### config.mk
export PLATFORM = sky130hd
export DESIGN_NAME = exc_dispatch
export DESIGN_NICKNAME = d
export VERILOG_FILES = /design/src/rtl/exc_pkg.sv /design/src/rtl/exc_cause_map.sv /design/src/rtl/exc_arbiter.sv /design/src/rtl/exc_state.sv /design/src/rtl/exc_dispatch.sv
export SDC_FILE = /design/constraint.sdc
export NUM_CORES = 1
export LEC_CHECK = 0
export CAP_MARGIN = 20
export CORE_MARGIN = 4
export CORE_UTILIZATION = 43
export CTS_BUF_LIST = sky130_fd_sc_hd__clkbuf_8
export DETAILED_ROUTE_END_ITERATION = 10
export HOLD_SLACK_MARGIN = 0.05
export PLACE_DENSITY = 0.85
export SYNTH_ARGS = -nofsm -noshare
export SYNTH_HDL_FRONTEND = slang
export SYNTH_HIERARCHICAL = 1
export SYNTH_SLANG_ARGS = --single-unit
### constraint.sdc
create_clock -name clk -period 3.1 [get_ports clk]
set_input_delay 0.62 -clock clk [delete_from_list [all_inputs] [get_ports clk]]
set_output_delay 0.62 -clock clk [all_outputs]
set_load 0.1 [all_outputs]
### src/rtl/exc_pkg.sv
package exc_pkg;
  localparam int MSR_W = 6;
  localparam int EE  = 0;
  localparam int ME  = 1;
  localparam int SE  = 2;
  localparam int BE  = 3;
  localparam int IR  = 4;
  localparam int SUP = 5;
  localparam int NIRQ  = 5;
  localparam int OFS_W = 16;
  localparam int CAUSE_W = 4;

  localparam logic [MSR_W-1:0] MSR_RST = 6'h20;
  localparam logic [OFS_W-1:0] OFS_RESET = 16'h0100;
  localparam logic [OFS_W-1:0] OFS_MCHK  = 16'h0200;

  localparam logic [CAUSE_W-1:0] CZ_DSTORE  = 4'd0;
  localparam logic [CAUSE_W-1:0] CZ_ISTORE  = 4'd1;
  localparam logic [CAUSE_W-1:0] CZ_ALIGN   = 4'd2;
  localparam logic [CAUSE_W-1:0] CZ_PROG    = 4'd3;
  localparam logic [CAUSE_W-1:0] CZ_TRAP    = 4'd4;
  localparam logic [CAUSE_W-1:0] CZ_FPU     = 4'd5;
  localparam logic [CAUSE_W-1:0] CZ_SYSCALL = 4'd6;
  localparam logic [CAUSE_W-1:0] CZ_TRACE   = 4'd7;
  localparam logic [CAUSE_W-1:0] CZ_IBRK    = 4'd8;

  typedef enum logic [1:0] {SEL_HEAD, SEL_NEXT, SEL_RESTART} pc_sel_e;

  // Offset for maskable line idx; lower index = higher precedence.
  function automatic logic [OFS_W-1:0] irq_offset(int idx);
    case (idx)
      0:       return 16'h0500;
      1:       return 16'h0900;
      2:       return 16'h0F00;
      3:       return 16'h1400;
      default: return 16'h1700;
    endcase
  endfunction

  function automatic logic [MSR_W-1:0] enter_sup(logic [MSR_W-1:0] m);
    logic [MSR_W-1:0] r;
    r = m;
    r[EE]  = 1'b0;
    r[SE]  = 1'b0;
    r[BE]  = 1'b0;
    r[SUP] = 1'b1;
    return r;
  endfunction
endpackage

### src/rtl/exc_cause_map.sv
module exc_cause_map
  import exc_pkg::*;
(
  input  logic [CAUSE_W-1:0] cause,
  output logic [OFS_W-1:0]   ofs,
  output logic               resume_next,
  output logic               is_trace
);
  always_comb begin
    resume_next = 1'b0;
    is_trace    = 1'b0;
    case (cause)
      CZ_DSTORE:  ofs = 16'h0300;
      CZ_ISTORE:  ofs = 16'h0400;
      CZ_ALIGN:   ofs = 16'h0600;
      CZ_PROG:    ofs = 16'h0700;
      CZ_TRAP: begin
        ofs = 16'h0700;
        resume_next = 1'b1;
      end
      CZ_FPU:     ofs = 16'h0800;
      CZ_SYSCALL: begin
        ofs = 16'h0C00;
        resume_next = 1'b1;
      end
      CZ_TRACE: begin
        ofs = 16'h0D00;
        resume_next = 1'b1;
        is_trace = 1'b1;
      end
      CZ_IBRK:    ofs = 16'h1300;
      default:    ofs = 16'h0700;  // unknown codes fold into program
    endcase
  end
endmodule

### src/rtl/exc_arbiter.sv
module exc_arbiter
  import exc_pkg::*;
#(
  parameter int N_RST  = 3,
  parameter int N_MCHK = 3
) (
  input  logic [N_RST-1:0]  rst_src,
  input  logic [N_MCHK-1:0] mchk_src,
  input  logic [NIRQ-1:0]   irq,
  input  logic [MSR_W-1:0]  msr,
  input  logic              busy,
  input  logic              cq_empty,
  input  logic              cq_valid,
  input  logic              cq_done,
  input  logic              cq_fault,
  input  logic [OFS_W-1:0]  fault_ofs,
  input  logic              fault_next,
  input  logic              fault_trace,
  output logic              take,
  output logic [OFS_W-1:0]  ofs,
  output pc_sel_e           pc_sel,
  output logic              kill
);
  logic [NIRQ-1:0]  irq_ok;
  logic [OFS_W-1:0] async_ofs;
  logic rst_hit, mc_hit, fault_hit, safe_point, async_hit;

  generate
    for (genvar i = 0; i < NIRQ; i++) begin : g_mask
      assign irq_ok[i] = irq[i] & msr[EE];
    end
  endgenerate

  // Lowest set index wins: scan from the top so the last hit kept is the lowest.
  always_comb begin
    async_ofs = '0;
    for (int i = NIRQ - 1; i >= 0; i--) begin
      if (irq_ok[i]) async_ofs = irq_offset(i);
    end
  end

  assign rst_hit    = |rst_src;
  assign mc_hit     = (|mchk_src) & msr[ME];
  assign fault_hit  = cq_valid & cq_fault & (~fault_trace | msr[SE] | msr[BE]);
  assign safe_point = cq_empty | (cq_valid & cq_done & ~fault_hit);
  assign async_hit  = (|irq_ok) & safe_point;

  always_comb begin
    take   = 1'b0;
    ofs    = '0;
    pc_sel = SEL_RESTART;
    kill   = 1'b0;
    if (!busy) begin
      if (rst_hit || mc_hit) begin
        take   = 1'b1;
        ofs    = rst_hit ? OFS_RESET : OFS_MCHK;
        pc_sel = cq_valid ? SEL_HEAD : SEL_RESTART;
        kill   = cq_valid;
      end else if (fault_hit) begin
        take   = 1'b1;
        ofs    = fault_ofs;
        pc_sel = fault_next ? SEL_NEXT : SEL_HEAD;
        kill   = 1'b1;
      end else if (async_hit) begin
        take   = 1'b1;
        ofs    = async_ofs;
        pc_sel = cq_empty ? SEL_RESTART : SEL_NEXT;
      end
    end
  end
endmodule

### src/rtl/exc_state.sv
module exc_state
  import exc_pkg::*;
#(
  parameter int              ADDR_W   = 32,
  parameter logic [ADDR_W-1:0] VEC_BASE = '0
) (
  input  logic              clk,
  input  logic              rst_n,
  input  logic              take,
  input  logic [OFS_W-1:0]  ofs,
  input  pc_sel_e           pc_sel,
  input  logic [ADDR_W-1:0] cq_pc,
  input  logic [ADDR_W-1:0] cq_next_pc,
  input  logic [ADDR_W-1:0] restart_pc,
  input  logic              rfi_req,
  input  logic              msr_we,
  input  logic [MSR_W-1:0]  msr_wdata,
  input  logic              redir_ready,
  output logic              redir_valid,
  output logic [ADDR_W-1:0] redir_addr,
  output logic              redir_exc,
  output logic [MSR_W-1:0]  msr_q,
  output logic [ADDR_W-1:0] srr0_q,
  output logic [MSR_W-1:0]  srr1_q
);
  logic [ADDR_W-1:0] save_pc;

  always_comb begin
    case (pc_sel)
      SEL_HEAD: save_pc = cq_pc;
      SEL_NEXT: save_pc = cq_next_pc;
      default:  save_pc = restart_pc;
    endcase
  end

  always_ff @(posedge clk) begin
    if (!rst_n) begin
      redir_valid <= 1'b0;
      redir_addr  <= '0;
      redir_exc   <= 1'b0;
      msr_q       <= MSR_RST;
      srr0_q      <= '0;
      srr1_q      <= '0;
    end else if (redir_valid) begin
      if (redir_ready) redir_valid <= 1'b0;
    end else if (take) begin
      redir_valid <= 1'b1;
      redir_exc   <= 1'b1;
      redir_addr  <= VEC_BASE | ADDR_W'(ofs);
      srr0_q      <= save_pc;
      srr1_q      <= msr_q;
      msr_q       <= enter_sup(msr_q);
    end else if (rfi_req) begin
      redir_valid <= 1'b1;
      redir_exc   <= 1'b0;
      redir_addr  <= srr0_q;
      msr_q       <= srr1_q;
    end else if (msr_we) begin
      msr_q <= msr_wdata;
    end
  end
endmodule

### src/rtl/exc_dispatch.sv
module exc_dispatch
  import exc_pkg::*;
#(
  parameter int                ADDR_W   = 32,
  parameter logic [ADDR_W-1:0] VEC_BASE = '0,
  parameter int                N_RST    = 3,
  parameter int                N_MCHK   = 3
) (
  input  logic                clk,
  input  logic                rst_n,
  input  logic                cq_empty,
  input  logic                cq_valid,
  input  logic                cq_done,
  input  logic                cq_fault,
  input  logic [CAUSE_W-1:0]  cq_cause,
  input  logic [ADDR_W-1:0]   cq_pc,
  input  logic [ADDR_W-1:0]   cq_next_pc,
  input  logic [ADDR_W-1:0]   restart_pc,
  input  logic [N_RST-1:0]    rst_src,
  input  logic [N_MCHK-1:0]   mchk_src,
  input  logic [NIRQ-1:0]     irq,
  input  logic                msr_we,
  input  logic [MSR_W-1:0]    msr_wdata,
  input  logic                rfi_req,
  input  logic                redir_ready,
  output logic                redir_valid,
  output logic [ADDR_W-1:0]   redir_addr,
  output logic                redir_exc,
  output logic                kill_head,
  output logic [MSR_W-1:0]    msr_q,
  output logic [ADDR_W-1:0]   srr0_q,
  output logic [MSR_W-1:0]    srr1_q
);
  logic [OFS_W-1:0] fault_ofs, win_ofs;
  logic             fault_next, fault_trace, take;
  pc_sel_e          pc_sel;

  exc_cause_map u_map (
    .cause       (cq_cause),
    .ofs         (fault_ofs),
    .resume_next (fault_next),
    .is_trace    (fault_trace)
  );

  exc_arbiter #(.N_RST(N_RST), .N_MCHK(N_MCHK)) u_arb (
    .rst_src     (rst_src),
    .mchk_src    (mchk_src),
    .irq         (irq),
    .msr         (msr_q),
    .busy        (redir_valid),
    .cq_empty    (cq_empty),
    .cq_valid    (cq_valid),
    .cq_done     (cq_done),
    .cq_fault    (cq_fault),
    .fault_ofs   (fault_ofs),
    .fault_next  (fault_next),
    .fault_trace (fault_trace),
    .take        (take),
    .ofs         (win_ofs),
    .pc_sel      (pc_sel),
    .kill        (kill_head)
  );

  exc_state #(.ADDR_W(ADDR_W), .VEC_BASE(VEC_BASE)) u_state (
    .clk         (clk),
    .rst_n       (rst_n),
    .take        (take),
    .ofs         (win_ofs),
    .pc_sel      (pc_sel),
    .cq_pc       (cq_pc),
    .cq_next_pc  (cq_next_pc),
    .restart_pc  (restart_pc),
    .rfi_req     (rfi_req),
    .msr_we      (msr_we),
    .msr_wdata   (msr_wdata),
    .redir_ready (redir_ready),
    .redir_valid (redir_valid),
    .redir_addr  (redir_addr),
    .redir_exc   (redir_exc),
    .msr_q       (msr_q),
    .srr0_q      (srr0_q),
    .srr1_q      (srr1_q)
  );
endmodule

* Word level (Yosys, flattened, before mapping)
Index checks and enable logic that the tools add are counted.
** Word-level totals
- Register bits after elaboration :: 78
- Latch bits :: 0
- RAM bits :: 0
- Bits in read-only memories :: 0
- Input bits :: 126
- Output and inout bits :: 79
- Memories kept :: 0
** Operators by class
- Add/sub/neg operators :: 0
- Multiply operators :: 0
- Divide/modulo/power cells :: 0
- $lt $le $gt $ge :: 0
- Eq/ne operators :: 8
- Shift operators :: 0
- Multiplexer cells :: 38
- Bitwise operators :: 18
- Reduce and logical (&&, ||, !) cells :: 14
** Operators with widths (count)
- $pmux W13 S7 :: 1
- $mux W13 :: 6
- $mux W32 :: 2
- $pmux W32 S2 :: 1
- $mux W16 :: 2
- $mux W6 :: 3
- $eq A4 B3 Y1 const B :: 4
- $mux W1 :: 16
- $mux W2 :: 6
- $and A1 B1 Y1 :: 11
- $mux W10 :: 1
- $reduce_or A3 Y1 :: 3
- $reduce_and A2 Y1 :: 3
- $reduce_or A5 Y1 :: 1
- $eq A4 B1 Y1 const B :: 1
- $eq A4 B2 Y1 const B :: 1
- $eq A4 B4 Y1 const B :: 1
- $logic_not A4 Y1 :: 1
- $not A1 Y1 :: 4
- $reduce_bool A2 Y1 :: 2
- $or A1 B1 Y1 :: 3
- $reduce_and A3 Y1 :: 1
- $reduce_bool A3 Y1 :: 1
- $eq A2 B1 Y1 const B :: 1
- 2 further kinds :: 2

* Longest topological paths before layout
Gate-level depths: netlist (run 1).
- Word-level depth :: 16
- Gate-level depth with buffers :: 11

* Modules after synthesis
The synthesis (run 1) kept the hierarchy.
** By module, submodules not included
- exc_state :: instances 1, cells an instance 406, area an instance 3946.3 um^2, sequential area each 1561.5 um^2
- exc_arbiter :: instances 1, cells an instance 60, area an instance 351.6 um^2, sequential area each 0.0 um^2
- exc_cause_map :: instances 1, cells an instance 26, area an instance 188.9 um^2, sequential area each 0.0 um^2

* Least setup slack after synthesis (run 1)
OpenSTA, ideal clock, no wires.
- Path kind :: reg-to-output
- Start point :: register u_state.msr_q[3]
- End point :: output port kill_head
- Arrival :: 2758 ps
- Setup slack :: -278 ps
- Cell stages (with the launch flop) :: 4
- Path buffers :: 0
- Path through :: dfxtp_1 -> o311a_1 -> mux2i_1 -> nor2_1
** On the way
- Longest elaborated chain between the ends :: 5
** Ends and longest elaborated chain
- start, declared :: line exc_state.sv:22 : output logic [MSR_W-1:0] msr_q,
- start signal, assigned :: line exc_state.sv:52 : msr_q <= enter_sup(msr_q);
- start signal, assigned :: line exc_state.sv:57 : msr_q <= srr1_q;
- start signal, assigned :: line exc_state.sv:59 : msr_q <= msr_wdata;
- $or A1 B1 Y1 :: line exc_arbiter.sv:44 : assign fault_hit = cq_valid & cq_fault & (~fault_trace | msr[SE] | msr[BE]);
- $and A1 B1 Y1 :: line exc_arbiter.sv:44
- $mux W1 :: line exc_arbiter.sv:59 : end else if (fault_hit) begin
- $mux W1 :: line exc_arbiter.sv:54 : if (rst_hit || mc_hit) begin
- $mux W1 :: line exc_arbiter.sv:53 : if (!busy) begin
- end, declared :: line exc_dispatch.sv:29 : output logic kill_head,
Every way passes these cells.

* Worst setup path after layout (run 1)
- Start point :: input port cq_cause[2]
- End point :: register u_state.srr0_q[0]
** On the way
- Longest elaborated chain between the ends :: 16
- Elaborated cells on any way between the ends :: 27
** Ends and longest elaborated chain
- start, declared :: line exc_dispatch.sv:15 : input logic [CAUSE_W-1:0] cq_cause,
- $eq A4 B3 Y1 * :: line exc_cause_map.sv:12 : case (cause)
- $mux W1 * :: line exc_cause_map.sv:12
- via fault_trace :: line exc_dispatch.sv:35 : logic fault_next, fault_trace, take;
- $not A1 Y1 * :: line exc_arbiter.sv:44
- $or A1 B1 Y1 * (2 in series) :: line exc_arbiter.sv:44
- $and A1 B1 Y1 * :: line exc_arbiter.sv:44
- $not A1 Y1 :: line exc_arbiter.sv:45 : assign safe_point = cq_empty | (cq_valid & cq_done & ~fault_hit);
- $and A1 B1 Y1 :: line exc_arbiter.sv:45
- $or A1 B1 Y1 :: line exc_arbiter.sv:45
- $and A1 B1 Y1 :: line exc_arbiter.sv:46 : assign async_hit = (|irq_ok) & safe_point;
- $mux W2 :: line exc_arbiter.sv:64 : end else if (async_hit) begin
- $mux W2 * :: line exc_arbiter.sv:59
- $mux W2 * :: line exc_arbiter.sv:54
- $mux W2 * :: line exc_arbiter.sv:53
- via pc_sel[0] :: line exc_dispatch.sv:36 : pc_sel_e pc_sel;
- $eq A2 B1 Y1 / $logic_not A2 Y1 (equally long branches) :: line exc_state.sv:29 : case (pc_sel)
- $pmux W32 S2 * :: line exc_state.sv:29
- end signal, assigned :: line exc_state.sv:50 : srr0_q <= save_pc;
- end, declared :: line exc_state.sv:23 : output logic [ADDR_W-1:0] srr0_q,
The timed path passes the listed nets; every way through them passes the cells marked *.
A chain may end at the register's enable or synchronous reset.

==> reports/qor.txt, run 1 <==
Result of the run: finished clean
Worst setup path start: cq_cause[2]
Number of ports placed on the die boundary: 205
# diodes: 0
DRC errors left: 0
Total instance count after detailed placement: 819
Starting density of the core: 43.9%
Vias in the first global route: 4353
Core region area: 10200 um^2
Final wirelength: 14200 um
Setup slack after layout: 0.0697 ns
Height of the die: 110 um
Net count, final: 823
Fmax: 0.330 GHz
Hold-critical path depth: 2
GRT Util Overall: 22.1%
Placer's final routability congestion estimate: 0.994
Drt first-iter violations: 232
Antenna Nets Post-Route: 0
Count of vias placed by the detailed router: 4386
Clock transition at path regs: 0.08 ns
Global-route wire length before repair: 21000 um
Maximum buffer depth of the clock tree: 2
Final Core Density: 66.5%
Actual transition at the worst max-transition pin: 0.649 ns
TritonCTS clock tree: done
Power density relative to cell area: 511 nW/um^2
Sinks on Clock Net: 78
Syn Inst Count: 492
Layout cell share with drive strength beyond 1: 24.4%
Clock skew after layout: 0.00932 ns
WP data arrival: 3.26 ns
Unrepaired setup endpoints after global routing: false
Routed wire length per instance: 17.0 um
Leakage: 2.90 nW
Number of standard cells in the final layout excluding fillers: 837
Iteration count of the initial detailed-routing pass: 4
Worst Reg2Reg Path Length in Cells: 8
Required time of the critical path: 3.32 ns
Final critical-path required period: 3.03 ns
Maximum number of pins on one net before global-route repair: 65
Placement-stage cell area: 6500 um^2
Post-detailed-placement half-perimeter wirelength: 10600 um
Synthesis-stage register bit count: 78
IR drop worst, VDD: 238 uV
Most common flop cell mapped by yosys: sky130_fd_sc_hd__dfxtp_1
Number of enable flip-flop cells after synthesis: 0
Final Max Tran Viols: 0
Root Driver: sky130_fd_sc_hd__clkbuf_8
Fillcell total: 818
Clock latency on the worst-skew pair: 0.34 ns
Number of buffers inserted by port buffering: 204
Worst max-slew margin expressed relative to the limit: 56.6%
Total of hold buffers inserted after clock tree synthesis: 0
Critical path startpoint category: input port
Share of flip-flops with an asynchronous set or reset: 0%
CP Capture Type: register
Category of the critical setup timing path: input port to register
Total of endpoints with negative setup slack in the final report: 0
Start of the worst register-to-register path: u_state/msr_q[3]
Final hold vios: 0
Number of warning messages in the yosys log: 6
Distinct cell type count after synthesis: 47
Total CTS buffers: 9
Setup slack after placement: -0.326 ns
Final worst path period share: 97.8%
Beginning of the worst hold path: u_state/srr0_q[25]
H-Tree Depth: 3
Average cell area after synthesis: 9.12 um^2
Remaining global-route overflow: 0
Die Span X: 110 um
Std-Cell Rows: 37
Antenna violations before repair: 0
Class of the worst hold path: register to register
Vias per cell: 5.24
Maximum Capacitance Violations: 0
Part of the Yosys area used for sequential elements: 34.8%
Worst-path maximum fanout: 8
Final instance area: 6810 um^2
Post-Synthesis Cell Area: 4490 um^2
Synthesis-to-finish area growth: 51.7%
Overall die area: 12100 um^2
[worst max-delay path, cell delays in order]
cell and delay, ns:
sky130_fd_sc_hd__clkdlybuf4s50_1 0.48, sky130_fd_sc_hd__nor2b_4 0.15, sky130_fd_sc_hd__and3_4 0.19, sky130_fd_sc_hd__inv_2 0.04, sky130_fd_sc_hd__o311a_1 0.31, sky130_fd_sc_hd__or3_4 0.39
sky130_fd_sc_hd__a21oi_4 0.15, sky130_fd_sc_hd__buf_12 0.15, sky130_fd_sc_hd__buf_12 0.13, sky130_fd_sc_hd__mux2_2 0.33, sky130_fd_sc_hd__o211ai_1 0.22, sky130_fd_sc_hd__a21boi_1 0.09
[per-layer routing]
metal	global-route usage, %	wire [um]	up-vias
li1	-	-	2129
met1	27.2	5730	2050
met2	38.4	7170	180
met3	3.84	942	27
met4	8.62	365	0
met5	0	0	-
[synth_stat cells, types with 2 or more instances]
cell,instances,area share (%)
sky130_fd_sc_hd__dfxtp_1,78,35
sky130_fd_sc_hd__nand2_1,64,5.4
sky130_fd_sc_hd__a21boi_1,36,6.0
sky130_fd_sc_hd__nand2b_1,36,5.0
sky130_fd_sc_hd__o211ai_1,36,6.0
sky130_fd_sc_hd__mux2_2,32,8.0
sky130_fd_sc_hd__mux2i_1,22,4.9
sky130_fd_sc_hd__nor2b_1,19,2.6
sky130_fd_sc_hd__o211a_1,18,4.0
sky130_fd_sc_hd__a22oi_1,16,2.7
sky130_fd_sc_hd__buf_4,16,2.7
sky130_fd_sc_hd__buf_6,14,3.5
sky130_fd_sc_hd__and2_1,13,1.8
sky130_fd_sc_hd__nor2_1,13,1.1
sky130_fd_sc_hd__clkbuf_1,10,0.84
sky130_fd_sc_hd__buf_2,8,0.89
sky130_fd_sc_hd__a21oi_1,7,0.78
sky130_fd_sc_hd__a21boi_0,6,1.0
sky130_fd_sc_hd__inv_1,6,0.50
sky130_fd_sc_hd__nand3_1,5,0.56
sky130_fd_sc_hd__nor3_1,5,0.56
sky130_fd_sc_hd__o22ai_1,3,0.42
sky130_fd_sc_hd__or3_1,3,0.42
sky130_fd_sc_hd__nor2b_2,2,0.39
sky130_fd_sc_hd__o21ai_0,2,0.22
[sequential cells by signal (all words and copies together) (netlist names)]
name                 cells
u_state/srr1_q           6
u_state/redir_exc        1
u_state/srr0_q          32
u_state/redir_valid      1
u_state/msr_q            6
u_state/redir_addr      32
[final cells by class]
type,instances,area (um^2),area share (%)
repair buffers,233,2200,32.4
flip-flops and latches,78,1560,22.9
clock buffers,10,138,2.02
multi-input cells,368,2630,38.6
well taps,136,170,2.50
inverters,7,26.3,0.386
clock inverters,5,82.6,1.21
[path summary, 6_finish.rpt]
kind | end | slack (ns)
hold reg to reg | u_state/srr0_q[25] | 0.47
setup / recovery | u_state/srr0_q[0] | 0.07
hold / removal | u_state/srr0_q[25] | 0.47
setup reg to reg | u_state/srr0_q[0] | 0.75
[power breakdown]
part	internal (mW)	leakage (nW)	total [mW]	switching, mW
registers	1.09	0.639	1.17	0.0776
logic	0.472	2.15	1.47	0.994
clock network	0.474	0.113	0.844	0.370
total	2.04	2.90	3.48	1.44
[metrics by stage]
stage	TNS, ns	hold slack, ns	total power [mW]
6_report	0	0.470	3.48
5_1_grt	0	0.486	3.62
4_1_cts	0	0.478	3.49
3_5_place_dp	-8.81	0.464	2.65
3_3_place_gp	-6.88	0.457	2.63
2_1_floorplan	0	0.790	2.23
[logic make-up (layout without fill, tap and decap cells)]
| family | after synthesis | count (layout) | share of synthesized area [%] |
|---|---|---|---|
| other cells | 1 | 11 | 0.0836 |
| simple gates | 166 | 166 | 19.3 |
| flops | 78 | 78 | 34.8 |
| buf+inv | 56 | 255 | 8.62 |
| compound gates | 136 | 136 | 24.0 |
| mux | 55 | 55 | 13.2 |
[what timing repair did]
| action | 4_1_cts | 5_1_grt |
|---|---|---|
| resized for setup | 0 | 4 |
| hold endpoints to repair | 0 | 0 |
| buffers inserted | 0 | 1 |
| endpoints found under the setup margin | 0 | 14 |
[placed cells by master, fill, tap and decap left out, drive strengths merged, types with 7 or more instances in the layout]
cell / Yosys / final
mux2: 33 / 33
inv: 7 / 8
clkbuf: 11 / 12
nor2b: 22 / 22
o211ai: 36 / 36
clkdlybuf4s50: 0 / 124
nand2: 64 / 64
conb: 1 / 11
a21oi: 7 / 7
a21boi: 42 / 42
o211a: 18 / 18
a22oi: 16 / 16
nor2: 13 / 13
buf: 38 / 107
and2: 13 / 13
mux2i: 22 / 22
nand2b: 36 / 36
dfxtp: 78 / 78
Power figures use the tool's default switching activity.
==> inputs of run 2 (changes only) <==
- CORE_UTILIZATION: 43 -> 42
- CTS_BUF_LIST: sky130_fd_sc_hd__clkbuf_8 -> not set
- PLACE_DENSITY: 0.85 -> 0.83
==> reports/qor.txt, run 2 (synthesis gave the netlist of run 1 again) <==
Fmax: 0.331 GHz (+0.28%)
Final critical-path required period: 3.02 ns (-0.00854 ns)
Path length in cells of the critical path: 6 (-6)
Clock transition at path regs: 0.08 ns (about the same)
Synthesis-to-finish area growth: 50.0%
Antenna violations before repair: 0 (unchanged)
Final worst path period share: 97.5% (-0.28 points)
Slowest Stage Delay on Critical Path: 0.44 ns (-0.04 ns)
H-Tree Depth: 3 (unchanged)
Root Driver: sky130_fd_sc_hd__clkbuf_8
IR drop worst, VDD: 250 uV (+5.2%)
Total of endpoints with negative setup slack in the final report: 0 (unchanged)
Overall die area: 12400 um^2 (+2.2%)
Number of ports placed on the die boundary: 205 (unchanged)
Cell chain of the critical path: clkdlybuf4s50_1 > nor3_1 > nor2b_1 > mux2i_1 > nor2_2 > buf_12
Worst-path maximum fanout: 4 (-4)
Global-route wire length before repair: 21700 um (+3.5%)
Fillcell total: 880 (+7.6%)
Final wirelength: 14000 um (-1.5%)
Required time of the critical path: 2.48 ns (-0.84 ns)
Actual transition at the worst max-transition pin: 0.944 ns (+0.296 ns)
Maximum Capacitance Violations: 0 (unchanged)
Std-Cell Rows: 37 (unchanged)
Maximum buffer depth of the clock tree: 2 (unchanged)
Iteration count of the initial detailed-routing pass: 4 (unchanged)
Clock latency on the worst-skew pair: 0.35 ns (about the same)
Family with the most delay on the worst path: simple AND/OR/NAND/NOR gates
Result of the run: finished clean
Maximum number of pins on one net before global-route repair: 65 (unchanged)
Leakage: 2.87 nW (-0.85%)
Final Max Tran Viols: 0 (unchanged)
Class of the worst hold path: register to register
Worst Reg2Reg Path Length in Cells: 7 (-1)
Worst max-slew margin expressed relative to the limit: 36.9% (-20 points)
Total power after layout: 3.39 mW (-2.6%)
Antenna Nets Post-Route: 0 (unchanged)
Count of vias placed by the detailed router: 4335 (-1.2%)
Remaining global-route overflow: 0 (unchanged)
Number of standard cells in the final layout excluding fillers: 835 (-0.24%)
Net count, final: 820 (-0.36%)
Post-detailed-placement half-perimeter wirelength: 10400 um (-1.3%)
Total of hold buffers inserted after clock tree synthesis: 0 (unchanged)
Die Span X: 111 um (+1.1%)
CP Capture Type: output pin
GRT Util Overall: 21.1% (-0.97 points)
Drt first-iter violations: 241 (+3.9%)
Power density relative to cell area: 503 nW/um^2 (-1.5%)
Layout cell share with drive strength beyond 1: 24.0% (-0.36 points)
Clock skew after layout: 0.0202 ns (+0.0109 ns)
DRC errors left: 0 (unchanged)
Most used cells in the layout excluding fill and tap cells: 122 x sky130_fd_sc_hd__clkdlybuf4s50_1, 97 x sky130_fd_sc_hd__buf_4, 78 x sky130_fd_sc_hd__dfxtp_1, 64 x sky130_fd_sc_hd__nand2_1
Category of the critical setup timing path: input port to output pin
Placer's final routability congestion estimate: 0.984 (-1.0%)
Sum of buffers and inverters on the critical path: 2 (-2)
WP data arrival: 2.40 ns (-0.86 ns)
Total instance count after detailed placement: 817 (-0.24%)
Routed wire length per instance: 16.8 um (-1.3%)
Total CTS buffers: 9 (unchanged)
Vias per cell: 5.19 (-0.93%)
Hold-critical path depth: 2 (unchanged)
Final hold vios: 0 (unchanged)
Most common cell after layout, fill and taps aside: sky130_fd_sc_hd__clkdlybuf4s50_1
Biggest registers after layout: u_state/redir_addr: 32 flops, u_state/srr0_q: 32 flops
Starting density of the core: 43.3% (-0.59 points)
Critical path startpoint category: input port
Number of buffers inserted by port buffering: 204 (unchanged)
Slowest stage cell on the critical path: sky130_fd_sc_hd__nor2b_1
Register-to-register setup slack: 0.68 ns (-0.07 ns)
Height of the die: 111 um (+1.1%)
Core region area: 10400 um^2 (+1.4%)
Vias in the first global route: 4401 (+1.1%)
TritonCTS clock tree: done
Unrepaired setup endpoints after global routing: false
# diodes: 0 (unchanged)
Sinks on Clock Net: 78 (unchanged)
run 2: cell types whose count changed in the layout (fill, tap and decap cells not counted), sizes merged, moves of 2 or more:
| cell | before | now |
|---|---|---|
| buf | 107 | 104 |
| clkinvlp | 0 | 2 |
| dlymetal6s2s | 0 | 2 |
| clkdlybuf4s50 | 124 | 122 |
run 2: stage by stage:
step | utilization [%] | cell area [um^2] | setup TNS [ns] | hold slack (ns) | setup WS, ns
finish | 64.9 | 6730 | 0 | 0.474 | 0.0783
CTS | 64.3 | 6670 | 0 | 0.478 | 0.0373
global placement | 62.3 | 6460 | -6.99 | 0.454 | -0.275
detailed placement | 62.3 | 6460 | -8.27 | 0.466 | -0.300
floorplan | - | 4530 | 0 | 0.790 | 0.172
global route | 64.9 | 6730 | 0 | 0.494 | 0.00303
run 2: worst register-to-register path: stages (launching register included):
cell and delay, ns:
sky130_fd_sc_hd__dfxtp_1 0.38, sky130_fd_sc_hd__inv_1 0.09, sky130_fd_sc_hd__a211o_1 0.30, sky130_fd_sc_hd__buf_4 0.16, sky130_fd_sc_hd__a31oi_4 0.18, sky130_fd_sc_hd__nor2b_4 0.79
sky130_fd_sc_hd__o211ai_1 0.27, sky130_fd_sc_hd__a21boi_1 0.19
run 2: layout make-up:
cell class                      instances  area (um^2)  share of cell area, %
Clock buffer                           11          141                   2.10
Inverter                                7         26.3                  0.390
Timing Repair Buffer                  230         2150                   31.9
Multi-Input combinational cell        368         2620                   39.0
Clock inverter                          5         58.8                  0.874
Tap cell                              136          170                   2.53
Sequential cell                        78         1560                   23.2
run 2: timing repair:
item	in CTS	in global routing
setup endpoints to repair	0	33
setup buffers	0	0
resized for setup	0	4
run 2: path summary, 6_finish.rpt:
check | from | to
setup / recovery | rst_src[1] | kill_head
hold / removal | u_state/srr0_q[21] | u_state/srr0_q[21]
setup reg to reg | u_state/msr_q[0] | u_state/srr0_q[13]
hold reg to reg | u_state/srr0_q[21] | u_state/srr0_q[21]
run 2: layer usage:
| layer | vias up | GRT usage [%] | wire length [um] |
|---|---|---|---|
| li1 | 2116 | - | - |
| met1 | 2015 | 25.7 | 5860 |
| met2 | 179 | 36.4 | 6910 |
| met3 | 25 | 5.27 | 922 |
| met4 | 0 | 7.46 | 300 |
| met5 | - | 0 | 0 |
run 2: power breakdown:
part / internal [mW] / switching (mW) / leakage (nW) / total (mW)
sequential: 1.09 / 0.0762 / 0.639 / 1.17
combinational: 0.465 / 0.989 / 2.14 / 1.45
clock: 0.395 / 0.371 / 0.0955 / 0.765
==> inputs of run 3 (changes only) <==
- CORE_MARGIN: 4 -> 3
- CORE_UTILIZATION: 42 -> 40
- PLACE_DENSITY: 0.83 -> 0.8
==> reports/qor.txt, run 3 (synthesis gave the netlist of run 1 again) <==
Result of the run: finished clean
Fillcell total: 920 (+4.5%)
Actual transition at the worst max-transition pin: 0.955 ns (+0.0109 ns)
Fmax: 0.330 GHz (-0.36%)
Final Max Tran Viols: 0 (unchanged)
Total instance count after detailed placement: 823 (+0.73%)
Worst max-slew margin expressed relative to the limit: 36.2% (-0.73 points)
Maximum buffer depth of the clock tree: 2 (unchanged)
Category of the critical setup timing path: input port to register
TritonCTS clock tree: done
Sequential Area: 1560 um^2 (unchanged)
Cell chain of the critical path: clkdlybuf4s50_1 > nor2b_4 > and3_4 > inv_2 > o311a_1 > or3_4 > a21oi_4 > buf_12 > buf_12 > mux2_2 > o211ai_1 > a21boi_1
Global-route wire length before repair: 22300 um (+2.7%)
Critical path startpoint category: input port
Area of the multi-input gates: 2630 um^2 (+0.33%)
Final Core Density: 62.5% (-2.4 points)
Clock latency on the worst-skew pair: 0.36 ns (about the same)
CP Capture Type: register
Starting density of the core: 41.2% (-2.1 points)
Height of the die: 112 um (+0.50%)
Remaining global-route overflow: 0 (unchanged)
Std-Cell Rows: 38 (+2.7%)
Start of the worst register-to-register path: u_state/msr_q[1]
H-Tree Depth: 3 (unchanged)
Final wirelength: 14200 um (+1.4%)
Total CTS buffers: 9 (unchanged)
Most common cell after layout, fill and taps aside: sky130_fd_sc_hd__clkdlybuf4s50_1
Maximum number of pins on one net before global-route repair: 65 (unchanged)
Vias per cell: 5.20 (+0.24%)
Met3 track demand over resource in global routing: 5.33% (+0.054 points)
Family with the most delay on the worst path: buffers and inverters
Required time of the critical path: 3.34 ns (+0.86 ns)
Slowest Stage Delay on Critical Path: 0.49 ns (+0.05 ns)
Setup TNS: 0 ns (unchanged)
Vias in the first global route: 4436 (+0.80%)
Core region area: 10900 um^2 (+5.0%)
Most used cells in the layout excluding fill and tap cells: 124 x sky130_fd_sc_hd__clkdlybuf4s50_1, 99 x sky130_fd_sc_hd__buf_4, 78 x sky130_fd_sc_hd__dfxtp_1, 64 x sky130_fd_sc_hd__nand2_1
Class of the worst hold path: register to register
Worst-path maximum fanout: 5 (+1)
Biggest registers after layout: u_state/redir_addr: 32 flops, u_state/srr0_q: 32 flops
Routed wire length per instance: 16.8 um (+0.40%)
Most frequent cell on the critical path: sky130_fd_sc_hd__buf_12
Maximum Capacitance Violations: 0 (unchanged)
Total of hold buffers inserted after clock tree synthesis: 0 (unchanged)
Synthesis-to-finish area growth: 51.7%
Final critical-path required period: 3.03 ns (+0.0109 ns)
Number of ports placed on the die boundary: 205 (unchanged)
Placer's final routability congestion estimate: 0.948 (-3.6%)
Count of vias placed by the detailed router: 4387 (+1.2%)
Number of buffers inserted by port buffering: 204 (unchanged)
Final worst path period share: 97.8% (+0.35 points)
Drt first-iter violations: 243 (+0.83%)
Number of standard cells in the final layout excluding fillers: 843 (+0.96%)
Setup slack after placement: -0.348 ns (-0.0486 ns)
Antenna Nets Post-Route: 0 (unchanged)
Sinks on Clock Net: 78 (unchanged)
# diodes: 0 (unchanged)
Root Driver: sky130_fd_sc_hd__clkbuf_8
WP data arrival: 3.27 ns (+0.87 ns)
Total of endpoints with negative setup slack in the final report: 0 (unchanged)
Beginning of the worst hold path: u_state/srr1_q[3]
Sum of buffers and inverters on the critical path: 4 (+2)
DRC errors left: 0 (unchanged)
Post-detailed-placement half-perimeter wirelength: 10400 um (-0.27%)
Antenna violations before repair: 0 (unchanged)
Layout cell share with drive strength beyond 1: 24.9% (+0.86 points)
WHS: 0.476 ns (+0.00172 ns)
Net count, final: 825 (+0.61%)
Worst setup path start: cq_cause[2]
Power density relative to cell area: 497 nW/um^2 (-1.3%)
Global routing's busiest layer: met2
Clock transition at path regs: 0.08 ns (about the same)
Met1 global-route usage: 26.5% (+0.76 points)
GRT Util Overall: 21.9% (+0.79 points)
GRT met2 Usage: 38.0% (+1.6 points)
Clock skew after layout: 0.00941 ns (-0.0108 ns)
Iteration count of the initial detailed-routing pass: 5 (+1)
Setup slack after layout: 0.0674 ns (-0.0109 ns)
Leakage: 2.89 nW (+0.51%)
Die Span X: 112 um (+0.50%)
IR drop worst, VDD: 290 uV (+16%)
Slowest stage cell on the critical path: sky130_fd_sc_hd__clkdlybuf4s50_1
Final hold vios: 0 (unchanged)
Overall die area: 12500 um^2 (+1.0%)
## run 3: per-stage QoR
stage                     cell area [um^2]  total power [mW]
after floorplan                       4530              2.23
after global placement                6480              2.63
after detailed placement              6480              2.65
after CTS                             6670              3.40
after global routing                  6810              3.53
final                                 6810              3.38
## run 3: timing repair
item | 4_1_cts | 5_1_grt
gates resized for setup | 0 | 7
buffers inserted | 0 | 2
endpoints found under the setup margin | 0 | 32
## run 3: cell type report
type	instances	share of cell area, %
multi-input combinational	368	38.7
timing repair buffer	235	32.7
sequential	78	22.9
tap	140	2.57
clock buffer	9	1.82
clock inverter	6	0.937
inverter	7	0.386
## run 3: path summary, 6_finish.rpt
kind / to / slack [ns] / depth (start not counted)
hold reg to reg: u_state/srr1_q[3] / 0.48 / 2
hold / removal: u_state/srr1_q[3] / 0.48 / 2
setup reg to reg: u_state/srr0_q[14] / 0.61 / 7
setup / recovery: u_state/srr0_q[26] / 0.07 / 12
## run 3: worst min-delay path, delay by kind of cell, from the launching register on
family | cells | cell delay, ns
AOI/OAI and AO/OA | 1 | 0.05
DFF | 1 | 0.32
and+or+nand+nor | 1 | 0.06
## run 3: metal layers
| layer | part of all wire (%) | routed length (um) |
|---|---|---|
| met5 | 0 | 0 |
| met4 | 2.4 | 342 |
| met3 | 6.4 | 909 |
| met2 | 50 | 7080 |
| met1 | 41 | 5840 |
## run 3: where the power goes
part / switching (mW) / internal (mW)
Sequential: 0.0797 / 1.09
Clock: 0.380 / 0.366
Combinational: 0.994 / 0.470
